`src/rtl/bfly_pkg.sv`:
```
package bfly_pkg;

   typedef enum logic {
      RND_TRUNC   = 1'b0,
      RND_HALF_UP = 1'b1
   } bfly_rnd_e;

   function automatic int prod_width(input int dw, input int tw);
      return dw + tw;
   endfunction

   function automatic int sum_width(input int dw, input int tw);
      return dw + tw + 2;
   endfunction

endpackage

```
`src/rtl/bfly_cmul.sv`:
```
module bfly_cmul #(
   parameter int DW = 16,
   parameter int TW = 16,
   localparam int PW = bfly_pkg::prod_width(DW, TW)
) (
   input  logic                 clk,
   input  logic                 rst,
   input  logic                 vld_i,
   input  logic signed [DW-1:0] x_re_i,
   input  logic signed [DW-1:0] x_im_i,
   input  logic signed [DW-1:0] y_re_i,
   input  logic signed [DW-1:0] y_im_i,
   input  logic signed [TW-1:0] w_re_i,
   input  logic signed [TW-1:0] w_im_i,
   output logic                 vld_o,
   output logic signed [DW-1:0] x_re_o,
   output logic signed [DW-1:0] x_im_o,
   output logic signed [PW-1:0] prod_o [4]
);
   // product slots: 0 = yr*wr, 1 = yi*wi, 2 = yr*wi, 3 = yi*wr
   logic signed [DW-1:0] y_sel [4];
   logic signed [TW-1:0] w_sel [4];
   logic signed [PW-1:0] p_d   [4];

   assign y_sel[0] = y_re_i;
   assign y_sel[1] = y_im_i;
   assign y_sel[2] = y_re_i;
   assign y_sel[3] = y_im_i;
   assign w_sel[0] = w_re_i;
   assign w_sel[1] = w_im_i;
   assign w_sel[2] = w_im_i;
   assign w_sel[3] = w_re_i;

   for (genvar k = 0; k < 4; k++) begin : g_mul
      assign p_d[k] = PW'(y_sel[k]) * PW'(w_sel[k]);
   end

   always_ff @(posedge clk) begin
      if (rst) begin
         vld_o  <= 1'b0;
         x_re_o <= '0;
         x_im_o <= '0;
         for (int k = 0; k < 4; k++) prod_o[k] <= '0;
      end else begin
         vld_o  <= vld_i;
         x_re_o <= x_re_i;
         x_im_o <= x_im_i;
         for (int k = 0; k < 4; k++) prod_o[k] <= p_d[k];
      end
   end
endmodule

```
`src/rtl/bfly_addsub.sv`:
```
module bfly_addsub #(
   parameter int DW = 16,
   parameter int TW = 16,
   localparam int PW = bfly_pkg::prod_width(DW, TW),
   localparam int CW = PW + 1,
   localparam int SW = bfly_pkg::sum_width(DW, TW)
) (
   input  logic                 clk,
   input  logic                 rst,
   input  logic                 vld_i,
   input  logic signed [DW-1:0] x_re_i,
   input  logic signed [DW-1:0] x_im_i,
   input  logic signed [PW-1:0] prod_i [4],
   output logic                 vld_o,
   output logic signed [SW-1:0] res_o  [4]
);
   // result slots: 0 = sum re, 1 = sum im, 2 = diff re, 3 = diff im
   logic signed [CW-1:0] cp  [2];
   logic signed [DW-1:0] xin [2];
   logic signed [SW-1:0] xa  [2];

   assign cp[0]  = CW'(prod_i[0]) - CW'(prod_i[1]);
   assign cp[1]  = CW'(prod_i[2]) + CW'(prod_i[3]);
   assign xin[0] = x_re_i;
   assign xin[1] = x_im_i;

   for (genvar g = 0; g < 2; g++) begin : g_align
      assign xa[g] = SW'($signed({xin[g], {(TW-1){1'b0}}}));
   end

   always_ff @(posedge clk) begin
      if (rst) begin
         vld_o <= 1'b0;
         for (int k = 0; k < 4; k++) res_o[k] <= '0;
      end else begin
         vld_o <= vld_i;
         for (int k = 0; k < 2; k++) begin
            res_o[k]   <= xa[k] + SW'(cp[k]);
            res_o[k+2] <= xa[k] - SW'(cp[k]);
         end
      end
   end
endmodule

```
`src/rtl/bfly_scale.sv`:
```
module bfly_scale #(
   parameter int                  SW  = 34,
   parameter int                  OW  = 24,
   parameter bfly_pkg::bfly_rnd_e RND = bfly_pkg::RND_TRUNC
) (
   input  logic                 clk,
   input  logic                 rst,
   input  logic                 vld_i,
   input  logic signed [SW-1:0] res_i [4],
   output logic                 vld_o,
   output logic signed [OW-1:0] out_o [4]
);
   localparam int DROP = SW - OW;

   logic signed [OW-1:0] sl [4];

   for (genvar k = 0; k < 4; k++) begin : g_lane
      logic signed [SW-1:0] half_v;
      assign half_v = res_i[k] >>> 1;
      if (RND == bfly_pkg::RND_HALF_UP) begin : g_rnd
         localparam logic signed [SW:0] HALF_LSB = (SW+1)'(1) <<< (DROP-1);
         logic signed [SW:0] rv;
         logic               unused_rb;
         assign rv        = (SW+1)'(half_v) + HALF_LSB;
         assign sl[k]     = rv[SW-1 -: OW];
         assign unused_rb = ^{rv[SW], rv[DROP-1:0], half_v[SW-1]};
      end else begin : g_trunc
         logic unused_tb;
         assign sl[k]     = half_v[SW-1 -: OW];
         assign unused_tb = ^half_v[DROP-1:0];
      end
   end

   always_ff @(posedge clk) begin
      if (rst) begin
         vld_o <= 1'b0;
         for (int k = 0; k < 4; k++) out_o[k] <= '0;
      end else begin
         vld_o <= vld_i;
         for (int k = 0; k < 4; k++) out_o[k] <= sl[k];
      end
   end
endmodule

```
`src/rtl/bfly_r2_stage.sv`:
```
module bfly_r2_stage #(
   parameter bit                  LATE_STAGE = 1'b0,
   parameter int                  DATA_W     = LATE_STAGE ? 24 : 16,
   parameter int                  TW_W       = 16,
   parameter int                  OUT_W      = 24,
   parameter bfly_pkg::bfly_rnd_e RND_MODE   = bfly_pkg::RND_TRUNC
) (
   input  logic                    clk,
   input  logic                    rst,
   input  logic                    in_vld,
   input  logic signed [DATA_W-1:0] x_re,
   input  logic signed [DATA_W-1:0] x_im,
   input  logic signed [DATA_W-1:0] y_re,
   input  logic signed [DATA_W-1:0] y_im,
   input  logic signed [TW_W-1:0]   w_re,
   input  logic signed [TW_W-1:0]   w_im,
   output logic                    out_vld,
   output logic signed [OUT_W-1:0]  sum_re,
   output logic signed [OUT_W-1:0]  sum_im,
   output logic signed [OUT_W-1:0]  dif_re,
   output logic signed [OUT_W-1:0]  dif_im
);
   localparam int PW = bfly_pkg::prod_width(DATA_W, TW_W);
   localparam int SW = bfly_pkg::sum_width(DATA_W, TW_W);

   initial begin
      assert (DATA_W == (LATE_STAGE ? 24 : 16))
         else $error("data width does not match stage position");
      assert (TW_W >= 2 && TW_W <= 18) else $error("twiddle width out of range");
      assert (OUT_W >= 2 && OUT_W <= SW - 2) else $error("output slice too wide");
   end

   logic                    v1, v2;
   logic signed [DATA_W-1:0] x1_re, x1_im;
   logic signed [PW-1:0]     prod [4];
   logic signed [SW-1:0]     res  [4];
   logic signed [OUT_W-1:0]  outs [4];

   bfly_cmul #(.DW(DATA_W), .TW(TW_W)) u_cmul (
      .clk(clk), .rst(rst), .vld_i(in_vld),
      .x_re_i(x_re), .x_im_i(x_im), .y_re_i(y_re), .y_im_i(y_im),
      .w_re_i(w_re), .w_im_i(w_im),
      .vld_o(v1), .x_re_o(x1_re), .x_im_o(x1_im), .prod_o(prod)
   );

   bfly_addsub #(.DW(DATA_W), .TW(TW_W)) u_addsub (
      .clk(clk), .rst(rst), .vld_i(v1),
      .x_re_i(x1_re), .x_im_i(x1_im), .prod_i(prod),
      .vld_o(v2), .res_o(res)
   );

   bfly_scale #(.SW(SW), .OW(OUT_W), .RND(RND_MODE)) u_scale (
      .clk(clk), .rst(rst), .vld_i(v2), .res_i(res),
      .vld_o(out_vld), .out_o(outs)
   );

   assign sum_re = outs[0];
   assign sum_im = outs[1];
   assign dif_re = outs[2];
   assign dif_im = outs[3];
endmodule

```
`config.mk`:
```
export PLATFORM = sky130hd
export DESIGN_NAME = bfly_r2_stage
export DESIGN_NICKNAME = d
export VERILOG_FILES = /design/src/rtl/bfly_pkg.sv /design/src/rtl/bfly_cmul.sv /design/src/rtl/bfly_addsub.sv /design/src/rtl/bfly_scale.sv /design/src/rtl/bfly_r2_stage.sv
export SDC_FILE = /design/constraint.sdc
export NUM_CORES = 2
export LEC_CHECK = 0
export BUFFER_PORTS_ARGS = -buffer_cell sky130_fd_sc_hd__buf_2
export CORE_AREA = 2 2 372 374
export CTS_CLUSTER_DIAMETER = 60
export CTS_CLUSTER_SIZE = 25
export DETAILED_ROUTE_END_ITERATION = 10
export DIE_AREA = 0 0 374 376
export GPL_ROUTABILITY_DRIVEN = 0
export PLACE_DENSITY_LB_ADDON = 0.12
export RECOVER_POWER = 50
export SLEW_MARGIN = 0
export SYNTH_ARGS = -nofsm -noshare
export SYNTH_HDL_FRONTEND = slang
export SYNTH_SLANG_ARGS = --single-unit
```
`constraint.sdc`:
```
create_clock -name clk -period 6.55 [get_ports clk]
set_input_delay 0 -clock clk [delete_from_list [all_inputs] [get_ports clk]]
set_output_delay 0 -clock clk [all_outputs]
set_load 0.02 [all_outputs]
```
==> metrics <==
status=finished with violations; failing checks=capacitance limit, slew limit; CP max FO=7; CP Capture Type=flip-flop; DRC Markers=0; Max Slew Vio Count=143; fill cell count=13600; max-cap violation count=2; GRT overflow=0; max_slew headroom=-130%; RSZ-0062 raised after global routing=false; initial antenna violation count=14; CP Launch Type=input pin; WS Path Type=in2reg; core box area=0.137 mm^2; Place WS=-51.6 ps; vias in the first global route=41900; met3 routed WL=6360 um; Final nets=7891; PortBufs=195; CTS tree=built; Post-Syn Area=0.0545 mm^2; Clock Skew=44.9 ps; Max Root-Sink Buffers=3; Antenna Violating Nets Remaining=0; Final Hold Fails=0; Arrival @ worst endpoint=6800 ps; number of setup violations in the final report=0; root buffer cell=clkbuf_16; DP HPWL=125000 um; Main synth FF type=dfxtp_1; final period utilization=97.3%; largest net degree at the start of global routing=127; Synth async-reset ratio=0%; Synth cell types=81; met2 WL=67200 um; Starting Density=39.8%; hold crit path type=in2reg; FF+latch count, synth=347; vias=39200; WP data required=6970 ps; final wirelength=147000 um; layout cells sized above 1=7.48%; post-synth top area share=38.7%; die area=0.141 mm^2; synthesized netlist cell count=5980; Post-synth EDFFs=0; Area contributors post-synth=fa_1, dfxtp_1, ha_1; final worst slack=178 ps; drt pass-1 iters=5; Ports=196; crit path time final=6370 ps; Worst Max-Slew Pin Slew=3460 ps; Fmax=0.157 GHz; syn_area_per_cell=9.11 um^2; Die W=374 um; first-pass GRT wire length=238000 um; WL/cell=18.1 um; clk sink count=347; Layout area overhead=11.7%; sequential fraction of the synthesis area=12.8%; Reg clk slew, reported paths=80 ps; Iter 0 DRT Violations=2110; DR vias/cell=4.84; biggest area consumer among synthesized cells=fa_1; clk_lat worst skew=610 ps; cts bufs inserted=39; die height=376 um; # rows=136; Net Count, Synth=7595; Tot GR Track Use=21.8%; synth warn=0; H-tree depth=2; highest routed metal layer=met5; M1 WL=70100 um
what timing repair did:
action	CTS	global route
endpoints found under the setup margin	0	1
setup buffers	0	0
gates resized for setup	0	1
hold endpoints to repair	95	0
hold buffers	42	0
cell families (layout without fill, tap and decap cells):
logic type	count (synthesis)	after routing	share of synthesized area (%)
compound gates	565	565	6.85
flops	347	347	12.8
xor+xnor	251	251	4.04
mux	6	6	0.117
fa+ha+maj	1516	1516	49.3
buf+inv	1547	1874	10.7
simple gates	1748	1748	16.2
other cells	0	1	0
registers in the layout (all words and copies together) (netlist names):
| signal | count |
|---|---|
| u_cmul.x_re_o | 16 |
| u_cmul.vld_o | 1 |
| u_cmul.x_im_o | 16 |
| u_cmul.prod_o | 128 |
| u_scale.out_o | 92 |
| u_scale.vld_o | 1 |
| u_addsub.res_o | 92 |
| u_addsub.vld_o | 1 |
per-stage QoR:
stage	instance area, um^2	utilization (%)	instances	setup TNS, ps	hold slack (ps)
3_3_place_gp	59000	43.2	7987	-344	211
5_1_grt	60800	44.5	8101	0	57.9
6_report	60800	44.5	8102	0	71.6
3_5_place_dp	59000	43.2	7987	-97.1	213
4_1_cts	61000	44.6	8101	0	24.6
2_1_floorplan	54500	-	5980	0	128
final timing paths:
| kind | slack, ps | end | cells after the start | start |
|---|---|---|---|---|
| min reg2reg | 440 | u_scale.out_o[46]$_SDFF_PP0_ | 1 | u_addsub.res_o[67]$_SDFF_PP0_ |
| max reg2reg | 450 | u_addsub.res_o[66]$_SDFF_PP0_ | 20 | u_cmul.prod_o[65]$_SDFF_PP0_ |
| max | 180 | u_cmul.prod_o[59]$_SDFF_PP0_ | 27 | y_re[0] |
| min | 70 | u_cmul.prod_o[64]$_SDFF_PP0_ | 2 | w_im[0] |
layout by cell type, fill, tap and decap left out, types with 75 or more instances in the layout:
cell type	instances
inv_1	1288
fa_1	1052
nand2_1	536
and2_1	506
ha_1	464
dfxtp_1	347
nor2_1	309
buf_4	252
xnor2_1	176
a21oi_1	170
nor2b_1	170
clkbuf_1	100
buf_2	97
a21o_1	94
o21ai_0	93
xor2_1	75
cells in the mapped netlist, types with 9 or more instances:
cell type	n
o21a_1	30
o21bai_1	43
a21o_1	94
nor4_1	9
a31oi_1	21
a211oi_1	20
and2_1	506
xor2_1	75
nor2b_1	170
ha_1	464
nor3_1	46
or2_2	9
a21oi_1	170
xnor2_1	176
nand3_1	35
nand4_1	9
inv_1	1288
o31ai_1	9
or3_1	17
and3_1	24
clkbuf_1	250
nand2_1	536
dfxtp_1	347
fa_1	1052
o21ai_0	93
nand2b_1	43
nor2_1	309
critical path, stage by stage:
cell and delay, ps:
dlygate4sd3_1 510, buf_2 210, buf_4 220, nand2_1 110, fa_1 370, inv_1 90, fa_1 460, ha_1 210
fa_1 480, inv_1 60, fa_1 500, fa_1 530, inv_1 50, ha_1 280, or2_2 330, nand4_1 100
o21a_1 210, a211oi_1 110, buf_4 160, o21ai_0 330, a2111oi_0 200, buf_4 190, a311o_1 390, buf_4 150
xnor2_1 310, buf_4 190, nor2_1 40
per-layer routing:
metal / global-route usage [%] / up-vias
met3: 2.01 / 135
met5: 0 / -
met4: 3.86 / 10
li1: - / 18500
met2: 35.8 / 767
met1: 31.5 / 19800
cell type report:
class                   instances  area [um^2]  share of cell area (%)
diodes                          1         2.50                 0.00411
multi-input cells            4086        41700                    68.5
flip-flops and latches        347         6950                    11.4
inverters                    1289         4840                    7.95
clock buffers                  41          993                    1.63
well taps                    1794         2240                    3.69
repair buffers                513         3620                    5.96
clock inverters                31          507                   0.833
Power is left out: the tool's default activity adds up to more than one toggle a clock period on the data nets, which glitch-free logic cannot reach.
